**config.mk**
```make
export PLATFORM = sky130hd
export DESIGN_NAME = qdac_core
export DESIGN_NICKNAME = d
export VERILOG_FILES = /design/src/rtl/qdac_pkg.sv /design/src/rtl/qdac_cmd_decode.sv /design/src/rtl/qdac_channel.sv /design/src/rtl/qdac_core.sv
export SDC_FILE = /design/constraint.sdc
export NUM_CORES = 1
export LEC_CHECK = 0
export BUFFER_PORTS_ARGS = -buffer_cell sky130_fd_sc_hd__buf_2
export CORE_AREA = 10 10 105 200
export CTS_BUF_LIST = sky130_fd_sc_hd__clkbuf_16
export DETAILED_ROUTE_END_ITERATION = 6
export DIE_AREA = 0 0 115 210
export PLACE_DENSITY = 0.51
export SLEW_MARGIN = 20
export SYNTH_ARGS = -nofsm -noshare
export SYNTH_HDL_FRONTEND = slang
export SYNTH_SLANG_ARGS = --single-unit
```
**constraint.sdc**
```tcl
create_clock -name clk -period 2.65 [get_ports clk]
set_input_delay 0.3975 -clock clk [delete_from_list [all_inputs] [get_ports clk]]
set_output_delay 0.3975 -clock clk [all_outputs]
set_load 0.005 [all_outputs]
```
**src/rtl/qdac_pkg.sv**
```systemverilog
`timescale 1ns/1ps
package qdac_pkg;

   localparam int CODE_W = 4;
   localparam int SEL_W  = 4;

   typedef enum logic [CODE_W-1:0] {
      OP_STAGE         = 4'h0,
      OP_COMMIT        = 4'h1,
      OP_STAGE_COMMIT_ALL = 4'h2,
      OP_WRITE_THROUGH = 4'h3,
      OP_SLEEP_CH      = 4'h4,
      OP_SLEEP_CHIP    = 4'h5,
      OP_REF_ON        = 4'h6,
      OP_REF_OFF       = 4'h7,
      OP_IDLE          = 4'hF
   } op_e;

   localparam logic [SEL_W-1:0] SEL_BROADCAST = 4'hF;

endpackage

```
**src/rtl/qdac_cmd_decode.sv**
```systemverilog
`timescale 1ns/1ps
module qdac_cmd_decode
   import qdac_pkg::*;
#(
   parameter int NUM_CH = 4
) (
   input  logic              valid,
   input  logic [CODE_W-1:0] code,
   input  logic [SEL_W-1:0]  sel,
   output logic [NUM_CH-1:0] stage_we,
   output logic [NUM_CH-1:0] commit_data,
   output logic [NUM_CH-1:0] commit_stage,
   output logic [NUM_CH-1:0] sleep_set,
   output logic [NUM_CH-1:0] sleep_clr,
   output logic              ref_set,
   output logic              ref_clr
);

   localparam logic [NUM_CH-1:0] ALL_CH = {NUM_CH{1'b1}};

   logic [NUM_CH-1:0] hit;
   logic              sel_legal;

   // per-channel selector match
   for (genvar i = 0; i < NUM_CH; i++) begin : g_hit
      assign hit[i] = (sel == SEL_BROADCAST) || (sel == SEL_W'(i));
   end

   assign sel_legal = (int'(sel) < NUM_CH) || (sel == SEL_BROADCAST);

   always_comb begin
      stage_we     = '0;
      commit_data  = '0;
      commit_stage = '0;
      sleep_set    = '0;
      sleep_clr    = '0;
      ref_set      = 1'b0;
      ref_clr      = 1'b0;
      if (valid) begin
         case (code)
            OP_STAGE: begin
               stage_we = hit;
            end
            OP_COMMIT: begin
               commit_stage = hit;
               sleep_clr    = hit;
            end
            OP_STAGE_COMMIT_ALL: begin
               if (sel_legal) begin
                  stage_we     = hit;
                  commit_data  = hit;
                  commit_stage = ~hit;
                  sleep_clr    = ALL_CH;
               end
            end
            OP_WRITE_THROUGH: begin
               stage_we    = hit;
               commit_data = hit;
               sleep_clr   = hit;
            end
            OP_SLEEP_CH: begin
               sleep_set = hit;
            end
            OP_SLEEP_CHIP: begin
               sleep_set = ALL_CH;
               ref_clr   = 1'b1;
            end
            OP_REF_ON:  ref_set = 1'b1;
            OP_REF_OFF: ref_clr = 1'b1;
            default: ;
         endcase
      end
   end

endmodule

```
**src/rtl/qdac_channel.sv**
```systemverilog
`timescale 1ns/1ps
module qdac_channel #(
   parameter int RES_BITS = 16
) (
   input  logic                clk,
   input  logic                rst_n,
   input  logic [RES_BITS-1:0] reset_code,
   input  logic [RES_BITS-1:0] wr_code,
   input  logic                stage_we,
   input  logic                commit_data,
   input  logic                commit_stage,
   input  logic                sleep_set,
   input  logic                sleep_clr,
   output logic [RES_BITS-1:0] active_code,
   output logic                asleep
);

   logic [RES_BITS-1:0] staged_q;
   logic [RES_BITS-1:0] active_q;
   logic                sleep_q;

   always_ff @(posedge clk) begin
      if (!rst_n) begin
         staged_q <= reset_code;
      end else if (stage_we) begin
         staged_q <= wr_code;
      end
   end

   always_ff @(posedge clk) begin
      if (!rst_n) begin
         active_q <= reset_code;
      end else if (commit_data) begin
         active_q <= wr_code;
      end else if (commit_stage) begin
         active_q <= staged_q;
      end
   end

   always_ff @(posedge clk) begin
      if (!rst_n) begin
         sleep_q <= 1'b0;
      end else if (sleep_set) begin
         sleep_q <= 1'b1;
      end else if (sleep_clr) begin
         sleep_q <= 1'b0;
      end
   end

   assign active_code = active_q;
   assign asleep      = sleep_q;

endmodule

```
**src/rtl/qdac_core.sv**
```systemverilog
`timescale 1ns/1ps
module qdac_core
   import qdac_pkg::*;
#(
   parameter int NUM_CH   = 4,
   parameter int RES_BITS = 16,
   parameter int DATA_W   = 16
) (
   input  logic                       clk,
   input  logic                       rst_n,
   input  logic                       por_mid,
   input  logic                       cmd_valid,
   input  logic [3:0]                 cmd_code,
   input  logic [3:0]                 cmd_addr,
   input  logic [DATA_W-1:0]          cmd_data,
   output logic [NUM_CH*RES_BITS-1:0] dac_code,
   output logic [NUM_CH-1:0]          pd_flag,
   output logic                       ref_en
);

   localparam logic [RES_BITS-1:0] MID_CODE  = {1'b1, {(RES_BITS-1){1'b0}}};
   localparam logic [RES_BITS-1:0] ZERO_CODE = '0;

   // elaboration-time parameter checks
   if (NUM_CH < 1 || NUM_CH > 15) begin : g_bad_ch
      $error("qdac_core: NUM_CH must be 1..15");
   end
   if (RES_BITS < 2 || RES_BITS > DATA_W) begin : g_bad_res
      $error("qdac_core: RES_BITS must be 2..DATA_W");
   end

   logic [RES_BITS-1:0] wr_code;
   logic [RES_BITS-1:0] reset_code;
   logic [NUM_CH-1:0]   stage_we, commit_data, commit_stage, sleep_set, sleep_clr;
   logic                ref_set, ref_clr;
   logic                ref_q;

   // data field alignment: full width or upper bits only
   if (RES_BITS == DATA_W) begin : g_full_res
      assign wr_code = cmd_data;
   end else begin : g_trunc_res
      logic [DATA_W-RES_BITS-1:0] dropped_bits;
      assign wr_code      = cmd_data[DATA_W-1 -: RES_BITS];
      assign dropped_bits = cmd_data[DATA_W-RES_BITS-1:0];
   end

   assign reset_code = por_mid ? MID_CODE : ZERO_CODE;

   qdac_cmd_decode #(.NUM_CH(NUM_CH)) u_dec (
      .valid        (cmd_valid),
      .code         (cmd_code),
      .sel          (cmd_addr),
      .stage_we     (stage_we),
      .commit_data  (commit_data),
      .commit_stage (commit_stage),
      .sleep_set    (sleep_set),
      .sleep_clr    (sleep_clr),
      .ref_set      (ref_set),
      .ref_clr      (ref_clr)
   );

   for (genvar i = 0; i < NUM_CH; i++) begin : g_ch
      qdac_channel #(.RES_BITS(RES_BITS)) u_ch (
         .clk          (clk),
         .rst_n        (rst_n),
         .reset_code   (reset_code),
         .wr_code      (wr_code),
         .stage_we     (stage_we[i]),
         .commit_data  (commit_data[i]),
         .commit_stage (commit_stage[i]),
         .sleep_set    (sleep_set[i]),
         .sleep_clr    (sleep_clr[i]),
         .active_code  (dac_code[i*RES_BITS +: RES_BITS]),
         .asleep       (pd_flag[i])
      );
   end

   always_ff @(posedge clk) begin
      if (!rst_n) begin
         ref_q <= 1'b1;
      end else if (ref_clr) begin
         ref_q <= 1'b0;
      end else if (ref_set) begin
         ref_q <= 1'b1;
      end
   end

   assign ref_en = ref_q;

endmodule

```
==> out/summary.txt, run 1 <==
status: complete, no violations
CP arrival: 1.96 ns
Crit-path slowest cell: nor4b_1
gr usage total: 11.86%
slew at the pin closest to its max-slew limit: 0.6957 ns
Synth Flop Type: edfxtp_1
ant diodes: 0
HPWL after DPL: 10340 um
cts repair resizes: 0
most common cell in the netlist: edfxtp_1
drt drc: 0
vias in the first global route: 3602
number of distinct library cells after synthesis: 35
Setup crit start: cmd_addr[3]
Peak VDD IR: 0.3490 mV
R2R Path Start: g_ch[3].u_ch.staged_q[15]
CTS clock-pin slew for the worst setup and hold paths: 0.06 ns
Setup WS pre-CTS: 0.4203 ns
WL final: 14190 um
Crit path max-delay family: simple AND/OR/NAND/NOR gates
Post-CTS Hold Fix Bufs: 0
Area contributors post-synth: edfxtp_1, a21oi_1, nor2_1, dfxtp_1, buf_4
CTS tree: done
via count: 3334
register area share after synthesis: 75.84%
number of CTS-inserted buffers: 17
routability cong.: 0.7710
Area Growth Syn to Fin: 26.49%
Top-Level Pins: 97
first-pass GRT wire length: 21000 um
critical path buffer and inverter count: 2
Clk Tree Root Cell: clkbuf_16
vias per std cell: 4.663
crit start category: primary input
Syn Inst Count: 372
Leakage Power: 2.603 nW
initial antenna violation count: 0
WS Path Type: primary input to flip-flop
FF-to-FF End: g_ch[3].u_ch.active_code[15]
leading cell types by count after synthesis: edfxtp_1, a21oi_1, nor2_1
worst-path maximum fanout: 8
Avg Cell Area, Syn: 13.98 um2
IO Port Bufs: 96
layout cells sized above 1: 32.87%
Yosys reg bits: 133
Antenna Nets Post-Route: 0
Worst R2R Path Depth: 2
Synth top area share: 73.92%
gr ovfl total: 0
chip height: 210 um
total power: 5.222 mW
max-cap violations: 0
WP depth: 6
DRT iter0 DRCs: 197
min Tclk post-route: 1.805 ns
Final period util: 68.10%
TritonRoute pass-1 iters: 7
register-to-register setup slack: 1.77 ns
Slew Viols, Final: 0
CTS Buffer Depth: 2
Num Clock Sinks: 133
Pwr per Cell Area: 793.9 nW/um2
slowest stage delay, CP: 0.49 ns
post-synth design cell area: 5200 um2
syn nets: 400
area leader, netlist: edfxtp_1
Post-synth ARST share: 0%
Layout Skew: 0.005889 ns
fill count: 1717
Syn. warnings: 0
final setup fails: 0
setup TNS: 0 ns
PnR worst setup slack: 0.8453 ns
CP Capture Point: g_ch[1].u_ch.active_code[0]
cell row count: 69
Final #Nets: 517
starting density of the core: 29.24%
Worst Setup End Kind: flip-flop
core footprint: 17780 um2
Fmax: 554.1 MHz
routed len/inst: 19.85 um
Layout Utilization: 36.98%
Fin. Hold Viols: 0
pin count of the biggest net entering global routing: 23
CP required: 2.81 ns
clk_lat worst skew: 0.41 ns
post-CTS setup repair buffer count: 0
H-tree levels: 4
chip width: 115 um
HP Class: primary input to flip-flop
unrepaired setup endpoints after global routing: false
die area: 24150 um2
Min-Delay Startpoint: cmd_code[0]
headroom to the max-slew limit: 53.13%
number of synthesized flops with an enable pin: 128
worst-path cell chain: buf_2 > nor4b_1 > nor2_2 > o21ai_2 > buf_4 > a21oi_1
-- tightest hold or removal path, delay by kind of cell --
family / cells / cell delay, ns
AO/OA/AOI/OAI: 1 / 0.11
buffers and inverters: 1 / 0.12
AND/OR/NAND/NOR: 1 / 0.04
-- per-stage QoR --
stage          instance area, um2  cells  hold slack (ns)
2_1_floorplan                5200    372           0.4624
5_1_grt                      6578    715           0.3347
4_1_cts                      6578    715           0.2923
3_3_place_gp                 5996    683           0.5275
3_5_place_dp                 5996    683           0.5238
6_report                     6578    715           0.3050
-- layout make-up --
class	count	area, um2	share of cell area, %
Sequential cell	133	3944	59.96
Multi-Input combinational cell	202	1076	16.36
Clock buffer	17	425.4	6.468
Timing Repair Buffer	118	645.6	9.815
Inverter	17	63.81	0.9701
Clock inverter	15	156.4	2.378
Tap cell	213	266.5	4.052
-- routing by layer --
| metal | GRT usage (%) | vias up | routed length (um) |
|---|---|---|---|
| met3 | 2.702 | 31 | 735 |
| met5 | 0 | - | 0 |
| met4 | 7.204 | 0 | 546 |
| met2 | 21.43 | 115 | 7895 |
| li1 | - | 1579 | - |
| met1 | 11.76 | 1609 | 5016 |
-- flip-flops by register name, indices dropped and copies added, names as in the netlist --
register,flops
g_ch.u_ch.active_code,64
g_ch.u_ch.asleep,4
g_ch.u_ch.staged_q,64
ref_en,1
-- worst min path at each step --
| stage | slack (ns) | endpoint | depth (start not counted) |
|---|---|---|---|
| after global routing | 0.33 | ref_en | 3 |
| after detailed placement | 0.52 | g_ch[3].u_ch.asleep | 2 |
| after global placement | 0.53 | g_ch[3].u_ch.asleep | 2 |
| after floorplan | 0.46 | g_ch[3].u_ch.asleep | 2 |
| final | 0.31 | ref_en | 3 |
| after CTS | 0.29 | ref_en | 3 |
-- power by group --
| part | switching (mW) | total (mW) | internal, mW |
|---|---|---|---|
| registers | 0.0480 | 2.55 | 2.50 |
| logic | 0.245 | 0.393 | 0.148 |
| clock network | 0.893 | 2.28 | 1.39 |
-- kinds of logic after synthesis --
group | after synthesis | share of synthesized area, %
muxes | 5 | 0.9865
buffers and inverters | 37 | 3.753
xor gates and xnor gates | 1 | 0.1685
DFF | 133 | 75.84
and+or+nand+nor | 105 | 9.288
AOI/OAI and AO/OA | 91 | 9.962
-- layout by cell type, fill, tap and decap left out --
| master | Yosys | layout |
|---|---|---|
| o2111a_1 | 1 | 1 |
| nor2_2 | 3 | 3 |
| mux2_2 | 1 | 1 |
| a2bb2oi_1 | 1 | 1 |
| nor4_1 | 1 | 1 |
| nor3b_4 | 1 | 1 |
| and4_1 | 1 | 1 |
| inv_6 | 0 | 3 |
| o21ba_2 | 3 | 3 |
| clkinvlp_4 | 0 | 4 |
| a21oi_1 | 68 | 68 |
| nand2_1 | 24 | 24 |
| nand2b_1 | 1 | 1 |
| nor2_1 | 65 | 65 |
| bufinv_16 | 0 | 2 |
| clkinv_2 | 0 | 2 |
| nand3b_1 | 2 | 2 |
| buf_4 | 12 | 22 |
| mux2i_1 | 4 | 4 |
| and3b_1 | 1 | 1 |
| edfxtp_1 | 128 | 128 |
| nor4b_1 | 2 | 2 |
| o21bai_1 | 1 | 1 |
| nand4bb_4 | 1 | 1 |
| o211ai_1 | 4 | 4 |
| nor3b_1 | 1 | 1 |
| a21o_1 | 1 | 1 |
| clkinv_4 | 0 | 3 |
| clkinv_1 | 0 | 1 |
| o22a_1 | 3 | 3 |
| o21ai_2 | 3 | 7 |
| dfxtp_1 | 5 | 5 |
| nor2b_1 | 1 | 1 |
| inv_1 | 17 | 17 |
| or2b_1 | 1 | 1 |
| xnor2_1 | 1 | 1 |
| buf_2 | 3 | 96 |
| clkbuf_16 | 0 | 17 |
| o21ai_0 | 6 | 2 |
Power figures use the tool's default switching activity.
==> run 2, diff against run 1 <==
- PLACE_DENSITY: 0.51 -> 0.49
- clock period: 2.65 -> 1.7 ns (I/O delays scaled with it)
==> run 2 against run 1 <==
  * Clock skew down 0.00054 ns
  * Combinational power up 80%
  * Non-clock buffer count is 21 higher
  * Total power up 59%
  * Cell area increased by 6.7%
  * First-iteration DRC count is 1.0% higher
  * Register-to-register slack worse by 0.90 ns
  * Clock power is 59% higher
  * Critical endpoint is now g_ch[1].u_ch.staged_q[11]
  * Largest power group unchanged
  * Highest routed layer unchanged
==> out/summary.txt, run 2 (synthesis results as in run 1) <==
Slew Viols, Final: 0 (unchanged)
crit start category: primary input
chip width: 115 um (unchanged)
die area: 24150 um2 (unchanged)
M2 GR Usage: 22.25% (+0.82 points)
H-tree levels: 4 (unchanged)
Crit-path slowest cell: o21ai_2
number of CTS-inserted buffers: 17 (unchanged)
routability cong.: 0.7683 (-0.35%)
HPWL after DPL: 10560 um (+2.1%)
slowest stage delay, CP: 0.34 ns (-0.15 ns)
WS Path Type: primary input to flip-flop
Worst Setup End Kind: flip-flop
cell row count: 69 (unchanged)
fill count: 1705 (-0.70%)
final setup fails: 0 (unchanged)
HP Class: primary input to flip-flop
TritonRoute pass-1 iters: 5 (-2)
headroom to the max-slew limit: 44.90% (-8.2 points)
Clk Tree Root Cell: clkbuf_16
Antenna Nets Post-Route: 0 (unchanged)
worst-path maximum fanout: 12 (+4)
starting density of the core: 29.24% (unchanged)
WL final: 14250 um (+0.42%)
most frequent cells in the layout: edfxtp_1, buf_2, a21oi_1
Crit path max-delay family: compound AO/OA/AOI/OAI gates
vias per std cell: 4.630 (-0.70%)
CTS tree: done
PnR worst setup slack: 0.3537 ns (-0.4916 ns)
slew at the pin closest to its max-slew limit: 0.8179 ns (+0.1222 ns)
DRT iter0 DRCs: 199 (+1.0%)
Pwr per Cell Area: 1182 nW/um2 (+49%)
CP arrival: 1.46 ns (-0.50 ns)
unrepaired setup endpoints after global routing: false
commonest non-fill, non-tap cell in the layout: edfxtp_1
layout cells sized above 1: 36.71% (+3.8 points)
gr usage total: 12.00% (+0.14 points)
min Tclk post-route: 1.346 ns
M3 GR Usage: 3.157% (+0.46 points)
post-CTS setup repair buffer count: 0 (unchanged)
Setup WS pre-CTS: -0.09721 ns (-0.5175 ns)
Final period util: 79.19%
IO Port Bufs: 96 (unchanged)
Layout Utilization: 39.45% (+2.5 points)
Post-CTS Hold Fix Bufs: 0 (unchanged)
Peak VDD IR: 0.5971 mV (+71%)
CTS Buffer Depth: 2 (unchanged)
critical path buffer and inverter count: 2 (unchanged)
vias in the first global route: 3688 (+2.4%)
Fin. Hold Viols: 0 (unchanged)
Final #Nets: 538 (+4.1%)
ant diodes: 0 (unchanged)
met1 GRT Util: 11.73% (-0.024 points)
Layout Skew: 0.005352 ns (-0.0005368 ns)
core footprint: 17780 um2 (unchanged)
worst-path cell chain: buf_2 > nor3b_4 > o21ai_0 > o21ai_2 > buf_12
Area Growth Syn to Fin: 34.91%
Leakage Power: 2.817 nW (+8.2%)
Top-Level Pins: 97 (unchanged)
routed len/inst: 19.37 um (-2.4%)
status: complete, no violations
setup TNS: 0 ns (unchanged)
chip height: 210 um (unchanged)
CP required: 1.82 ns (-0.99 ns)
initial antenna violation count: 0 (unchanged)
Fmax: 742.8 MHz
clk_lat worst skew: 0.41 ns (about the same)
via count: 3408 (+2.2%)
gr ovfl total: 0 (unchanged)
cts repair resizes: 0 (unchanged)
pin count of the biggest net entering global routing: 17 (-26%)
CTS clock-pin slew for the worst setup and hold paths: 0.05 ns (about the same)
Num Clock Sinks: 133 (unchanged)
max-cap violations: 0 (unchanged)
Hold WS: 0.1926 ns (-0.1125 ns)
first-pass GRT wire length: 21400 um (+1.9%)
busiest grt layer: met2
drt drc: 0 (unchanged)
[run 2: final cells by class]
type / count / area [um2] / area share [%]
repair buffers: 139 / 991.0 / 14.13
clock buffers: 17 / 425.4 / 6.064
multi-input cells: 202 / 1162 / 16.57
well taps: 213 / 266.5 / 3.799
clock inverters: 15 / 162.7 / 2.319
inverters: 17 / 63.81 / 0.9096
flip-flops and latches: 133 / 3944 / 56.22
[run 2: metal layers]
metal	wire, um	vias up
met2	8275	114
met1	5046	1654
met3	828	2
met4	104	0
li1	-	1638
met5	0	-
[run 2: report_power, final]
part           switching [mW]  internal (mW)  total, mW  leakage [nW]
Sequential             0.0708           3.90       3.97          1.31
Clock                    1.33           2.28       3.62         0.285
Combinational           0.403          0.305      0.708          1.22
Total                    1.81           6.49       8.29          2.82
[run 2: path summary, 6_finish.rpt]
path,from,endpoint,slack [ns],cells after the start
max reg2reg,g_ch[2].u_ch.staged_q[15],g_ch[2].u_ch.active_code[15],0.87,2
min reg2reg,g_ch[3].u_ch.asleep,g_ch[3].u_ch.asleep,0.49,2
min,rst_n,ref_en,0.19,2
max,cmd_code[3],g_ch[1].u_ch.staged_q[11],0.35,5
[run 2: metrics by stage]
step	power, mW	instance area, um2	instances
3_3_place_gp	4.754	6427	704
3_5_place_dp	4.767	6427	704
4_1_cts	8.371	7015	736
5_1_grt	8.599	7015	736
6_report	8.292	7015	736
2_1_floorplan	4.335	5296	372
[run 2: worst reg2reg max path: cells and delay by family (launching register included)]
kind | cells | cell delay [ns]
AO/OA/AOI/OAI | 1 | 0.08
multiplexers | 1 | 0.13
flip-flops | 1 | 0.36
